==> src/rtl/cnv_pkg.sv <==
package cnv_pkg;

  localparam logic [7:0] CMD_START = 8'hC0;

  typedef enum logic [2:0] {
    RD_CFG   = 3'd0,
    RD_DATA  = 3'd1,
    RD_GAIN  = 3'd2,
    RD_OFFS  = 3'd3,
    RD_SETUP = 3'd4
  } rdSel_e;

  typedef struct packed {
    logic startConv;
    logic clrDone;
    logic cfgLoad;
    logic cmdBegin;
  } cnvStrobe_t;

endpackage

==> src/rtl/cnv_ctrl.sv <==
module cnv_ctrl
  import cnv_pkg::*;
(
  input  logic       clk,
  input  logic       rstN,
  input  logic       cmdValid,
  input  logic [7:0] cmdByte,
  input  logic       rdValid,
  input  logic [2:0] rdSel,
  input  logic       cfgWrValid,
  output cnvStrobe_t stb
);

  logic isClearingSel;

  always_comb begin
    unique case (rdSel)
      RD_DATA, RD_GAIN, RD_OFFS, RD_SETUP: isClearingSel = 1'b1;
      default:                             isClearingSel = 1'b0;
    endcase
  end

  always_comb begin
    stb.startConv = cmdValid && (cmdByte == CMD_START);
    stb.cmdBegin  = cmdValid;
    stb.clrDone   = rdValid && isClearingSel;
    stb.cfgLoad   = cfgWrValid;
  end

  // a strobe that is not an exact start byte never asks for a conversion
  a_r1_exact_start: assert property (@(posedge clk) disable iff (!rstN)
    (cmdValid && cmdByte != CMD_START) |-> !stb.startConv);

  // a configuration read never turns into a clear
  a_r4_cfg_read_keeps: assert property (@(posedge clk) disable iff (!rstN)
    (rdValid && rdSel == RD_CFG) |-> !stb.clrDone);

endmodule

==> src/rtl/cnv_datapath.sv <==
module cnv_datapath
  import cnv_pkg::*;
#(
  parameter int CONV_LEN  = 16,
  parameter int CFG_W     = 24,
  parameter int LATCH_W   = 4,
  parameter int LATCH_LSB = 20,
  parameter int FLAG_BIT  = 9
) (
  input  logic               clk,
  input  logic               rstN,
  input  cnvStrobe_t         stb,
  input  logic [CFG_W-1:0]   cfgWrData,
  output logic               restartPulse,
  output logic               busy,
  output logic               doneFlag,
  output logic               flagReq,
  output logic [LATCH_W-1:0] latchOut
);

  localparam int CNT_W = (CONV_LEN > 2) ? $clog2(CONV_LEN) : 1;
  localparam logic [CNT_W-1:0] CNT_LOAD = CNT_W'(CONV_LEN - 1);

  logic [CNT_W-1:0] cnt;
  logic [CFG_W-1:0] cfgReg;
  logic             compPulse;
  logic             flagMode;

  assign flagMode  = cfgReg[FLAG_BIT];
  assign compPulse = busy && (cnt == '0) && !stb.startConv;

  // conversion engine model: down-counter reloaded by every start
  always_ff @(posedge clk or negedge rstN) begin
    if (!rstN) begin
      busy         <= 1'b0;
      cnt          <= '0;
      restartPulse <= 1'b0;
    end else begin
      restartPulse <= stb.startConv;
      if (stb.startConv) begin
        busy <= 1'b1;
        cnt  <= CNT_LOAD;
      end else if (busy) begin
        if (cnt == '0) busy <= 1'b0;
        else           cnt  <= cnt - 1'b1;
      end
    end
  end

  // done flag: setting beats clearing
  always_ff @(posedge clk or negedge rstN) begin
    if (!rstN)             doneFlag <= 1'b0;
    else if (compPulse)    doneFlag <= 1'b1;
    else if (stb.clrDone)  doneFlag <= 1'b0;
  end

  // ready request to the serial port
  always_ff @(posedge clk or negedge rstN) begin
    if (!rstN)                        flagReq <= 1'b0;
    else if (compPulse && flagMode)   flagReq <= 1'b1;
    else if (stb.cmdBegin)            flagReq <= 1'b0;
  end

  always_ff @(posedge clk or negedge rstN) begin
    if (!rstN)            cfgReg <= '0;
    else if (stb.cfgLoad) cfgReg <= cfgWrData;
  end

  for (genvar i = 0; i < LATCH_W; i++) begin : g_latch
    assign latchOut[i] = cfgReg[LATCH_LSB + i];
  end

  a_r2_done_on_finish: assert property (@(posedge clk) disable iff (!rstN)
    compPulse |=> (doneFlag && !busy));

  a_r3_clear: assert property (@(posedge clk) disable iff (!rstN)
    (stb.clrDone && !compPulse) |=> !doneFlag);

  a_r5_set_wins: assert property (@(posedge clk) disable iff (!rstN)
    (compPulse && stb.clrDone) |=> doneFlag);

  a_r6_restart: assert property (@(posedge clk) disable iff (!rstN)
    stb.startConv |=> (busy && restartPulse));

  a_r8_no_req_without_mode: assert property (@(posedge clk) disable iff (!rstN)
    (!flagReq && !(compPulse && flagMode)) |=> !flagReq);

  a_r9_req_clear: assert property (@(posedge clk) disable iff (!rstN)
    (stb.cmdBegin && !(compPulse && flagMode)) |=> !flagReq);

endmodule

==> src/rtl/cnv_flag_ctrl.sv <==
module cnv_flag_ctrl
  import cnv_pkg::*;
#(
  parameter int CONV_LEN  = 16,
  parameter int CFG_W     = 24,
  parameter int LATCH_W   = 4,
  parameter int LATCH_LSB = 20,
  parameter int FLAG_BIT  = 9
) (
  input  logic               clk,
  input  logic               rstN,
  input  logic               cmdValid,
  input  logic [7:0]         cmdByte,
  input  logic               rdValid,
  input  logic [2:0]         rdSel,
  input  logic               cfgWrValid,
  input  logic [CFG_W-1:0]   cfgWrData,
  output logic               restartPulse,
  output logic               busy,
  output logic               doneFlag,
  output logic               flagReq,
  output logic [LATCH_W-1:0] latchOut
);

  cnvStrobe_t stb;

  cnv_ctrl u_ctrl (
    .clk        (clk),
    .rstN       (rstN),
    .cmdValid   (cmdValid),
    .cmdByte    (cmdByte),
    .rdValid    (rdValid),
    .rdSel      (rdSel),
    .cfgWrValid (cfgWrValid),
    .stb        (stb)
  );

  cnv_datapath #(
    .CONV_LEN  (CONV_LEN),
    .CFG_W     (CFG_W),
    .LATCH_W   (LATCH_W),
    .LATCH_LSB (LATCH_LSB),
    .FLAG_BIT  (FLAG_BIT)
  ) u_dp (
    .clk          (clk),
    .rstN         (rstN),
    .stb          (stb),
    .cfgWrData    (cfgWrData),
    .restartPulse (restartPulse),
    .busy         (busy),
    .doneFlag     (doneFlag),
    .flagReq      (flagReq),
    .latchOut     (latchOut)
  );

  a_r7_latch_follow: assert property (@(posedge clk) disable iff (!rstN)
    cfgWrValid |=> (latchOut == $past(cfgWrData[LATCH_LSB +: LATCH_W])));

  a_r4_port_cfg_read: assert property (@(posedge clk) disable iff (!rstN)
    (doneFlag && rdValid && rdSel == 3'd0) |=> doneFlag);

endmodule

==> config.mk <==
export PLATFORM = sky130hd
export DESIGN_NAME = cnv_flag_ctrl
export DESIGN_NICKNAME = d
export VERILOG_FILES = /design/src/rtl/cnv_pkg.sv /design/src/rtl/cnv_ctrl.sv /design/src/rtl/cnv_datapath.sv /design/src/rtl/cnv_flag_ctrl.sv
export SDC_FILE = /design/constraint.sdc
export NUM_CORES = 1
export LEC_CHECK = 0
export BUFFER_PORTS_ARGS = -buffer_cell sky130_fd_sc_hd__buf_4
export CAP_MARGIN = 20
export CORE_MARGIN = 4
export CORE_UTILIZATION = 40
export CTS_BUF_LIST = sky130_fd_sc_hd__clkbuf_16
export DETAILED_ROUTE_END_ITERATION = 16
export PLACE_DENSITY_LB_ADDON = 0.3
export SYNTH_ARGS = -nofsm -noshare
export SYNTH_HDL_FRONTEND = slang
export SYNTH_SLANG_ARGS = --single-unit
==> constraint.sdc <==
create_clock -name clk -period 4.01 [get_ports clk]
set_input_delay 0.802 -clock clk [delete_from_list [all_inputs] [get_ports clk]]
set_output_delay 0.802 -clock clk [all_outputs]
set_load 0.01 [all_outputs]
## After elaboration in Yosys (flattened, before gate mapping)

Index checks and enable logic that the tools add are counted.

| word-level totals | value |
|---|---|
| register bits | 32 |
| input bits | 40 |
| output and inout port bits | 8 |
| word-level logic and storage cells | 36 |

| operators by class | value |
|---|---|
| add/sub/neg operators | 1 |
| equal/unequal tests | 6 |
| mux-type cells | 11 |
| reduce and logical (&&, ||, !) cells | 12 |

Operators with widths:

| kind | count |
|---|---|
| 4-bit two-way mux | 3 |
| 8-bit equality test, second input constant | 1 |
| 1-bit two-way mux | 8 |
| 3-bit by 2-bit equality test with 1-bit output, second input constant | 2 |
| 2-bit nonzero test | 3 |
| 1-bit logical AND | 5 |
| 4-bit zero test | 1 |
| 4-bit OR reduction | 1 |
| 4-bit by 1-bit subtractor with 4-bit output, second input constant | 1 |
| 3-bit by 1-bit equality test with 1-bit output, second input constant | 1 |
| 3-bit equality test, second input constant | 1 |
| 2-bit by 1-bit != test with 1-bit output, second input constant | 1 |
| 2-bit AND reduction | 1 |
| 1-bit zero test | 1 |

## Logic depth before layout (Yosys ltp)

Gate-level depths: netlist of the first run.

| logic depth | value |
|---|---|
| depth after elaboration | 6 |
| mapped depth | 5 |
| mapped depth without buffers | 5 |

## Cells and area by module

A second synthesis of the first run with hierarchy kept.

| unflattened totals | value |
|---|---|
| cell total of the unflattened synthesis | 53 |
| area total of the unflattened synthesis | 623.1 µm² |

Modules (own cells, without submodules):

| module | instances | cells each | area each (µm²) | seq. area each (µm²) |
|---|---|---|---|---|
| cnv_datapath | 1 | 45 | 563.0 | 325.3 |
| cnv_ctrl | 1 | 8 | 60.1 | 0.0 |

## Worst setup path before layout of the first run

Ideal clock, no wire load.

| timing path | value |
|---|---|
| path kind | input port to flip-flop |
| start point | input cmdByte[1] |
| end point | register u_dp.flagReq |
| setup time | 121 ps |
| arrival time | 2140 ps |
| required time | 3889 ps |
| setup slack | 1748 ps |
| cell stages on the path | 4 |
| path buffers | 1 |
| path through | or4_1 > or4_1 > buf_2 > a32o_1 |

| between the ends | value |
|---|---|
| cells in the longest elaborated chain, start to end | 6 |
| elaborated cells between the ends (all ways) | 7 |
| those cells by class | 1 x eq/ne; 1 x mux; 5 x reduce/logical |

Ends and longest elaborated chain:

| item | line | RTL |
|---|---|---|
| from (decl) | cnv_flag_ctrl.sv:13 | `input logic [7:0] cmdByte,` |
| 8-bit equality test * | cnv_ctrl.sv:24 | `stb.startConv = cmdValid && (cmdByte == CMD_START);` |
| 1-bit logical AND * | cnv_ctrl.sv:24 |  |
| 1-bit zero test * | cnv_datapath.sv:30 | `assign compPulse = busy && (cnt == '0) && !stb.startConv;` |
| 1-bit logical AND * | cnv_datapath.sv:30 |  |
| 1-bit logical AND * | cnv_datapath.sv:60 | `else if (compPulse && flagMode) flagReq <= 1'b1;` |
| 1-bit two-way mux / 2-bit nonzero test (equally long branches) | -- |  |
| to (signal assigned) | cnv_datapath.sv:59 | `if (!rstN) flagReq <= 1'b0;` |
| to (signal assigned) | cnv_datapath.sv:60 |  |
| to (signal assigned) | cnv_datapath.sv:61 | `else if (stb.cmdBegin) flagReq <= 1'b0;` |
| to (decl) | cnv_datapath.sv:17 | `output logic flagReq,` |

Every way passes the cells marked *; elsewhere a longest branch is shown, timed or not.
A chain may end at the register's enable or synchronous reset.

## Worst setup path after layout of the first run

Same ends and word-level chain as after synthesis.

==> impl_results.md, run 1 <==
- Routed wirelength normalized by instance count: roughly 14 um
- Cell count after placement: 92
- Number of antenna repair diodes: 0
- Status: finished, final reports clean
- Post-synthesis instance area: roughly 600 um^2
- Number of optimization iterations in the first detailed-route pass: 2
- Clock Root Buffer: sky130_fd_sc_hd__clkbuf_16
- Count of buffers from port buffering: 28
- Mapped Cells: 54
- Portion of total power attributed to sequential cells: approximately 40%
- Count of boundary I/O pins: between 40 and 50
- Count of nets after finishing: 123
- Number of warnings printed during yosys synthesis: 0
- Max Clock Skew: around 0.00086 ns
- DR vias: 484
- Crit Path Max Fanout: 8
- Time the final worst path needs with I/O delays and setup: 2.22 ns
- Worst IR Drop VDD: 0.263 mV
- Final cell count without fillers: 96
- Share of the cycle needed by the critical path after routing: 55.4%
- Via count of the first global-routing pass: 490
- Hpwl dp: approximately 1000 um
- Worst Setup Start Kind: primary input
- Clk pwr share: 36.3%
- Average via count per standard cell: 5.04
- Antenna violations before repair: 0
- First-pass GRT wire length: 2090 um
- Full die area: 0.00219 mm^2
- Filler cells: between 100 and 150
- Transition time at the pin with the least slew margin: 0.368 ns
- Share of final-layout standard cells stronger than drive strength 1: 45.7%
- Final estimated routing congestion in global placement: 0.700
- Number of hold buffers added after CTS: 0
- Initial detailed-routing violation count: 6
- Switching power: 139 uW
- Count of final setup violators: 0
- Cell leakage power: 0.000456 uW
- Logic gate share of total power: 23.6%
- Required time at the worst-slack endpoint: 4.13 ns
- Proportion of total power due to net switching: 27.6%
- Clock Sink Count: 13
- Final hold slack: 0.402 ns
- Total power per unit cell area: 577 mW/mm^2
- Remaining design rule violation count: 0
- Layout area overhead: 45.4%
- DRT antenna net count: 0
- Vertical extent of the die: 46.8 um
- Buffers inserted by post-CTS timing repair: 0
- Final wirelength: 1310 um
- Die W: 46.8 um
- Fraction of post-synthesis cell area in the top cell type by area: 54.2%
- Proportion of synthesized chip area in sequential cells: 54.2%
- Cell-internal power: 365 uW
- Aggregate negative setup slack: 0 ns
- Combined global-route utilization of all metal layers: 13.6%
- Initial cell density of the core: ~44%
- Largest area contributor in the netlist: sky130_fd_sc_hd__dfrtp_1
- Final Core Density: 64.7%
- Worst slew slack as a fraction of its limit: 75.1%
- Standard-cell rows: 13
- Yosys cell types: 22
- Leftover overflow at the end of global routing: 0
- Dominant cells by area after synthesis: sky130_fd_sc_hd__dfrtp_1 (54%), sky130_fd_sc_hd__mux2_2 (9.4%), sky130_fd_sc_hd__buf_4 (5.0%)
- Path type of the worst min-delay path: primary input to async pin
- Insertion delay of the later-clocked pin in the worst-skew pair: 0.24 ns
- RSZ-0062 raised after global routing: no
- Resized Gates After CTS: 0
- TritonCTS Buffers: 3
- Number of synthesized register bits: 13
- Setup CP Type: primary input to register
- Nets in the synthesized netlist: 95
- Data arrival time of the critical path: 2.34 ns
- Total count of hold-check failures in the final report: 0
- Avg Cell Area, Syn: 11.1 um^2
- Max Buffers Root-to-Sink: 2
- CTS H-tree lvls: 1
- Crit. End Element: register
- Pin count of the biggest net entering global routing: 14
- Number of slew-limit violations in the final report: 0
- Max frequency: 450 MHz
- Max-capacitance violation count: 0
- TritonCTS clock tree: yes
- Post-CTS clock slew at the launch and capture registers of the worst setup and hold paths: 0.04 ns
- Placeable core area: 0.00135 mm^2
==> layout by cell type (no fill, tap or decap) <==
cell type and count:
sky130_fd_sc_hd__nand4b_1 1, sky130_fd_sc_hd__clkbuf_16 3, sky130_fd_sc_hd__or3b_2 1, sky130_fd_sc_hd__or3_1 1, sky130_fd_sc_hd__and3_1 2, sky130_fd_sc_hd__o21ai_1 2
sky130_fd_sc_hd__ha_1 1, sky130_fd_sc_hd__a22o_1 1, sky130_fd_sc_hd__nand3_1 3, sky130_fd_sc_hd__or4_1 2, sky130_fd_sc_hd__inv_1 5, sky130_fd_sc_hd__mux2i_1 1
sky130_fd_sc_hd__a21oi_1 2, sky130_fd_sc_hd__nor3_1 1, sky130_fd_sc_hd__nor2_1 1, sky130_fd_sc_hd__buf_4 28, sky130_fd_sc_hd__nor4b_1 1, sky130_fd_sc_hd__o21ai_0 1
sky130_fd_sc_hd__nand2_1 5, sky130_fd_sc_hd__dfrtp_1 13, sky130_fd_sc_hd__a32o_1 1, sky130_fd_sc_hd__mux2_2 5
==> routing by layer <==
| layer | vias up | routed length (um) | share of wire [%] | GRT usage (%) |
|---|---|---|---|---|
| li1 | 243 | - | - | - |
| met2 | 23 | 641 | 49 | 23.9 |
| met5 | - | 0 | 0 | 0 |
| met1 | 218 | 539 | 41 | 16.7 |
| met4 | 0 | 0 | 0 | 4.97 |
| met3 | 0 | 132 | 10 | 2.30 |
==> power by group through the flow <==
| stage | clock network (uW) | registers [uW] | logic [uW] |
|---|---|---|---|
| 2_1_floorplan | 0 | 198 | 73.8 |
| 3_3_place_gp | 0 | 200 | 115 |
| 3_5_place_dp | 0 | 203 | 120 |
| 4_1_cts | 186 | 201 | 121 |
| 5_1_grt | 192 | 209 | 136 |
| 6_report | 183 | 202 | 119 |
==> cells in the mapped netlist (all sizes together) <==
library cell  count
or3               1
and3              2
inv               4
mux2i             1
nor3              1
a32o              1
nor2              1
nand3             3
mux2              5
buf               5
o21ai             3
a22o              1
ha                1
dfrtp            13
or4               2
nor4b             1
a21oi             2
nand2             5
or3b              1
nand4b            1
==> worst max-delay path, stage by stage <==
cell and delay (ns):
sky130_fd_sc_hd__buf_4 0.11, sky130_fd_sc_hd__or4_1 0.49, sky130_fd_sc_hd__or4_1 0.64, sky130_fd_sc_hd__a32o_1 0.31
==> cell type report <==
class                           count  area (um^2)  area share (%)
Multi-Input combinational cell     32          225            25.8
Timing Repair Buffer               28          210            24.1
Inverter                            4         15.0            1.72
Clock buffer                        3         75.1            8.60
Sequential cell                    13          325            37.2
Clock inverter                      1         3.75           0.430
Tap cell                           15         18.8            2.15
==> worst paths after layout <==
| kind | end | slack [ns] | start | depth (start not counted) |
|---|---|---|---|---|
| max | u_dp.flagReq | 1.79 | cmdByte[1] | 4 |
| max in group asynchronous | u_dp.cfgReg[23] | 3.45 | rstN | 1 |
| max reg2reg | u_dp.cnt[1] | 2.40 | u_dp.cnt[0] | 5 |
| min | u_dp.busy | 0.40 | rstN | 1 |
| min in group clk | u_dp.doneFlag | 0.50 | u_dp.doneFlag | 1 |
| min reg2reg | u_dp.doneFlag | 0.50 | u_dp.doneFlag | 1 |
==> cell families after synthesis <==
kind of cell             Yosys count  synth area share [%]
AO/OA/AOI/OAI                      7                  7.29
AND/OR/NAND/NOR                   18                  17.1
adder cells (fa/ha/maj)            1                  2.08
flip-flops                        13                  54.2
buffers and inverters              9                  8.33
multiplexers                       6                  11.0
==> registers in the layout, indices dropped and copies added, names as in the netlist <==
register and flops:
u_dp.restartPulse 1, u_dp.cnt 4, u_dp.flagReq 1, u_dp.cfgReg 5, u_dp.doneFlag 1, u_dp.busy 1
==> through the flow <==
| stage | worst slack, ns | power, uW | instance area [um^2] |
|---|---|---|---|
| 4_1_cts | 1.78 | 509 | 873 |
| 6_report | 1.79 | 504 | 873 |
| 3_5_place_dp | 1.53 | 322 | 795 |
| 5_1_grt | 1.74 | 537 | 873 |
| 3_3_place_gp | 1.54 | 315 | 795 |
| 2_1_floorplan | 1.75 | 272 | 601 |
Power figures use the tool's default switching activity.
==> run 2, diff against run 1 <==
--- a/config.mk
+++ b/config.mk
@@ -8,7 +8,7 @@
 export BUFFER_PORTS_ARGS = -buffer_cell sky130_fd_sc_hd__buf_4
 export CAP_MARGIN = 20
 export CORE_MARGIN = 4
-export CORE_UTILIZATION = 40
+export CORE_UTILIZATION = 37
 export CTS_BUF_LIST = sky130_fd_sc_hd__clkbuf_16
 export DETAILED_ROUTE_END_ITERATION = 16
 export PLACE_DENSITY_LB_ADDON = 0.3
==> constraint.sdc (replaced) <==
create_clock -name clk -period 2.11 [get_ports clk]
set_input_delay 0.422 -clock clk [delete_from_list [all_inputs] [get_ports clk]]
set_output_delay 0.422 -clock clk [all_outputs]
set_load 0.01 [all_outputs]
==> impl_results.md, run 2 (synthesized netlist as in run 1, its figures left out) <==
- Status: finished, final reports clean
- Top routing layer used: met3
- Final cell count without fillers: 98 (+2.1%)
- Via count of the first global-routing pass: 455 (-7.1%)
- Total count of hold-check failures in the final report: 0 (unchanged)
- Aggregate negative setup slack: 0 ns (unchanged)
- Met2 Wirelength: 611 um (-4.7%)
- Clock Sink Count: 13 (unchanged)
- Layout area overhead: 46.9%
- Total power per unit cell area: 1080 mW/mm^2 (+87%)
- Number of optimization iterations in the first detailed-route pass: 3 (+1)
- Worst R2R Setup Slack: 0.53 ns (-1.87 ns)
- Resized Gates After CTS: 0 (unchanged)
- Transition time at the pin with the least slew margin: 0.361 ns (-0.00728 ns)
- Top reg by flops: u_dp.cfgReg
- Placeable core area: 0.00152 mm^2 (+13%)
- TritonCTS clock tree: yes
- Time the final worst path needs with I/O delays and setup: 1.70 ns
- Max Clock Skew: 0.00255 ns (+0.00169 ns)
- Number of slew-limit violations in the final report: 0 (unchanged)
- Crit Path Max Fanout: 3 (-5)
- Filler cells: 130 (+21%)
- Die W: 48.3 um (+3.3%)
- First-pass GRT wire length: 1900 um (-8.9%)
- Post-CTS clock slew at the launch and capture registers of the worst setup and hold paths: 0.05 ns (about the same)
- Number of cells on the worst reg-to-reg path: 5 (unchanged)
- Antenna violations before repair: 0 (unchanged)
- Count of buffers from port buffering: 28 (unchanged)
- Flip-flop count of the largest register after layout: 5 (unchanged)
- Share of the cycle needed by the critical path after routing: 80.4%
- Full die area: 0.00233 mm^2 (+6.7%)
- Count of nets after finishing: 124 (+0.81%)
- Share of final-layout standard cells stronger than drive strength 1: 46.3% (+0.66 points)
- Max Buffers Root-to-Sink: 2 (unchanged)
- Cell count after placement: 94 (+2.2%)
- Insertion delay of the later-clocked pin in the worst-skew pair: 0.24 ns (about the same)
- Standard-cell rows: 14 (+1)
- Clk pwr share: 36.4% (about the same)
- Combined global-route utilization of all metal layers: 11.6% (-2.0 points)
- Required time at the worst-slack endpoint: 2.23 ns (-1.90 ns)
- Number of hold buffers added after CTS: 0 (unchanged)
- Worst Setup Start Kind: primary input
- Final hold slack: 0.0187 ns (-0.383 ns)
- Cell leakage power: 0.000460 uW (+0.91%)
- Worst IR Drop VDD: 0.506 mV (+93%)
- Switching power: 262 uW (+88%)
- Logic gate share of total power: 22.9% (-0.7 points)
- Average via count per standard cell: 4.91 (-2.6%)
- Leftover overflow at the end of global routing: 0 (unchanged)
- Pin count of the biggest net entering global routing: 14 (unchanged)
- Max-capacitance violation count: 0 (unchanged)
- Setup CP Type: primary input to register
- Final wirelength: 1210 um (-8.2%)
- Portion of total power attributed to sequential cells: 40.7% (+0.7 points)
- Startpoint of the lowest-slack register-to-register path: u_dp.cnt[0]
- Count of boundary I/O pins: 48 (unchanged)
- Worst slew slack as a fraction of its limit: 75.6% (+0.49 points)
- Routed wirelength normalized by instance count: 12.3 um (-10%)
- Data arrival time of the critical path: 1.82 ns (-0.52 ns)
- Most frequent standard cell in the layout excluding fill and tap cells: sky130_fd_sc_hd__buf_4
- DR vias: 481 (-0.62%)
- Initial detailed-routing violation count: 4 (-2)
- Most frequent cells in the layout: sky130_fd_sc_hd__buf_4 (29), sky130_fd_sc_hd__dfrtp_1 (13), sky130_fd_sc_hd__inv_1 (5), sky130_fd_sc_hd__nand2_1 (5), sky130_fd_sc_hd__mux2_2 (5)
- Final estimated routing congestion in global placement: 0.649 (-7.3%)
- Hpwl dp: 965 um (-4.5%)
- Reg2reg end: u_dp.cnt[1]
- Buffers inserted by post-CTS timing repair: 0 (unchanged)
- Initial cell density of the core: 39.4% (-5.1 points)
- CTS H-tree lvls: 1 (unchanged)
- Count of final setup violators: 0 (unchanged)
- Crit. End Element: register
- DRT antenna net count: 0 (unchanged)
- Number of antenna repair diodes: 0 (unchanged)
- TritonCTS Buffers: 3 (unchanged)
- Top Registers: u_dp.cfgReg: 5 flops, u_dp.cnt: 4 flops
- Clock Root Buffer: sky130_fd_sc_hd__clkbuf_16
- Met3 layer wire length in the routed design: 73 um (-45%)
- Vertical extent of the die: 48.3 um (+3.3%)
- Cell-internal power: 693 uW (+90%)
- RSZ-0062 raised after global routing: no
- Max frequency: 589 MHz
- Proportion of total power due to net switching: 27.4% (-0.23 points)
- Remaining design rule violation count: 0 (unchanged)
- Path type of the worst min-delay path: primary input to async pin
- M1 WL: 520 um (-3.5%)
run 2: cell count changes in the layout (fill, tap and decap cells not counted), sizes merged:
cell | before | now
buf | 28 | 29
run 2: power by group through the flow:
stage | clock (uW) | combinational [uW] | sequential (uW)
final | 348 | 218 | 389
after global routing | 367 | 255 | 397
after CTS | 353 | 222 | 387
after detailed placement | 0 | 221 | 388
after global placement | 0 | 218 | 381
after floorplan | 0 | 140 | 376
run 2: worst max-delay path by stage:
| stage | from | to | slack, ns |
|---|---|---|---|
| final | cmdByte[1] | u_dp.flagReq | 0.41 |
| after global routing | cmdByte[1] | u_dp.flagReq | 0.37 |
| after CTS | cmdByte[1] | u_dp.flagReq | 0.40 |
| after detailed placement | cmdByte[1] | u_dp.flagReq | 0.15 |
| after global placement | cmdByte[1] | u_dp.flagReq | 0.16 |
| after floorplan | cmdByte[1] | u_dp.flagReq | 0.23 |
run 2: area by class of cell:
type,count,area [um^2],share of cell area (%)
Sequential cell,13,325,36.9
Multi-Input combinational cell,32,225,25.5
Timing Repair Buffer,29,218,24.7
Clock buffer,3,75.1,8.51
Tap cell,16,20.0,2.27
Inverter,4,15.0,1.70
Clock inverter,1,3.75,0.426
run 2: stage by stage:
stage / cell area, um^2 / util (%) / total power, uW / worst slack (ns)
6_report: 882 / 57.9 / 955 / 0.413
4_1_cts: 882 / 57.9 / 962 / 0.399
5_1_grt: 882 / 57.9 / 1020 / 0.373
3_5_place_dp: 803 / 52.7 / 609 / 0.150
2_1_floorplan: 601 / - / 517 / 0.228
3_3_place_gp: 803 / 52.7 / 599 / 0.160
run 2: layer usage:
metal | vias up | GRT usage, %
li1 | 242 | -
met1 | 223 | 16.6
met2 | 16 | 17.4
met3 | 0 | 1.48
met4 | 0 | 4.84
met5 | - | 0
run 2: critical path, stage by stage:
cell and delay [ns]:
sky130_fd_sc_hd__buf_4 0.11, sky130_fd_sc_hd__or4_1 0.49, sky130_fd_sc_hd__or4_1 0.52, sky130_fd_sc_hd__a32o_1 0.27
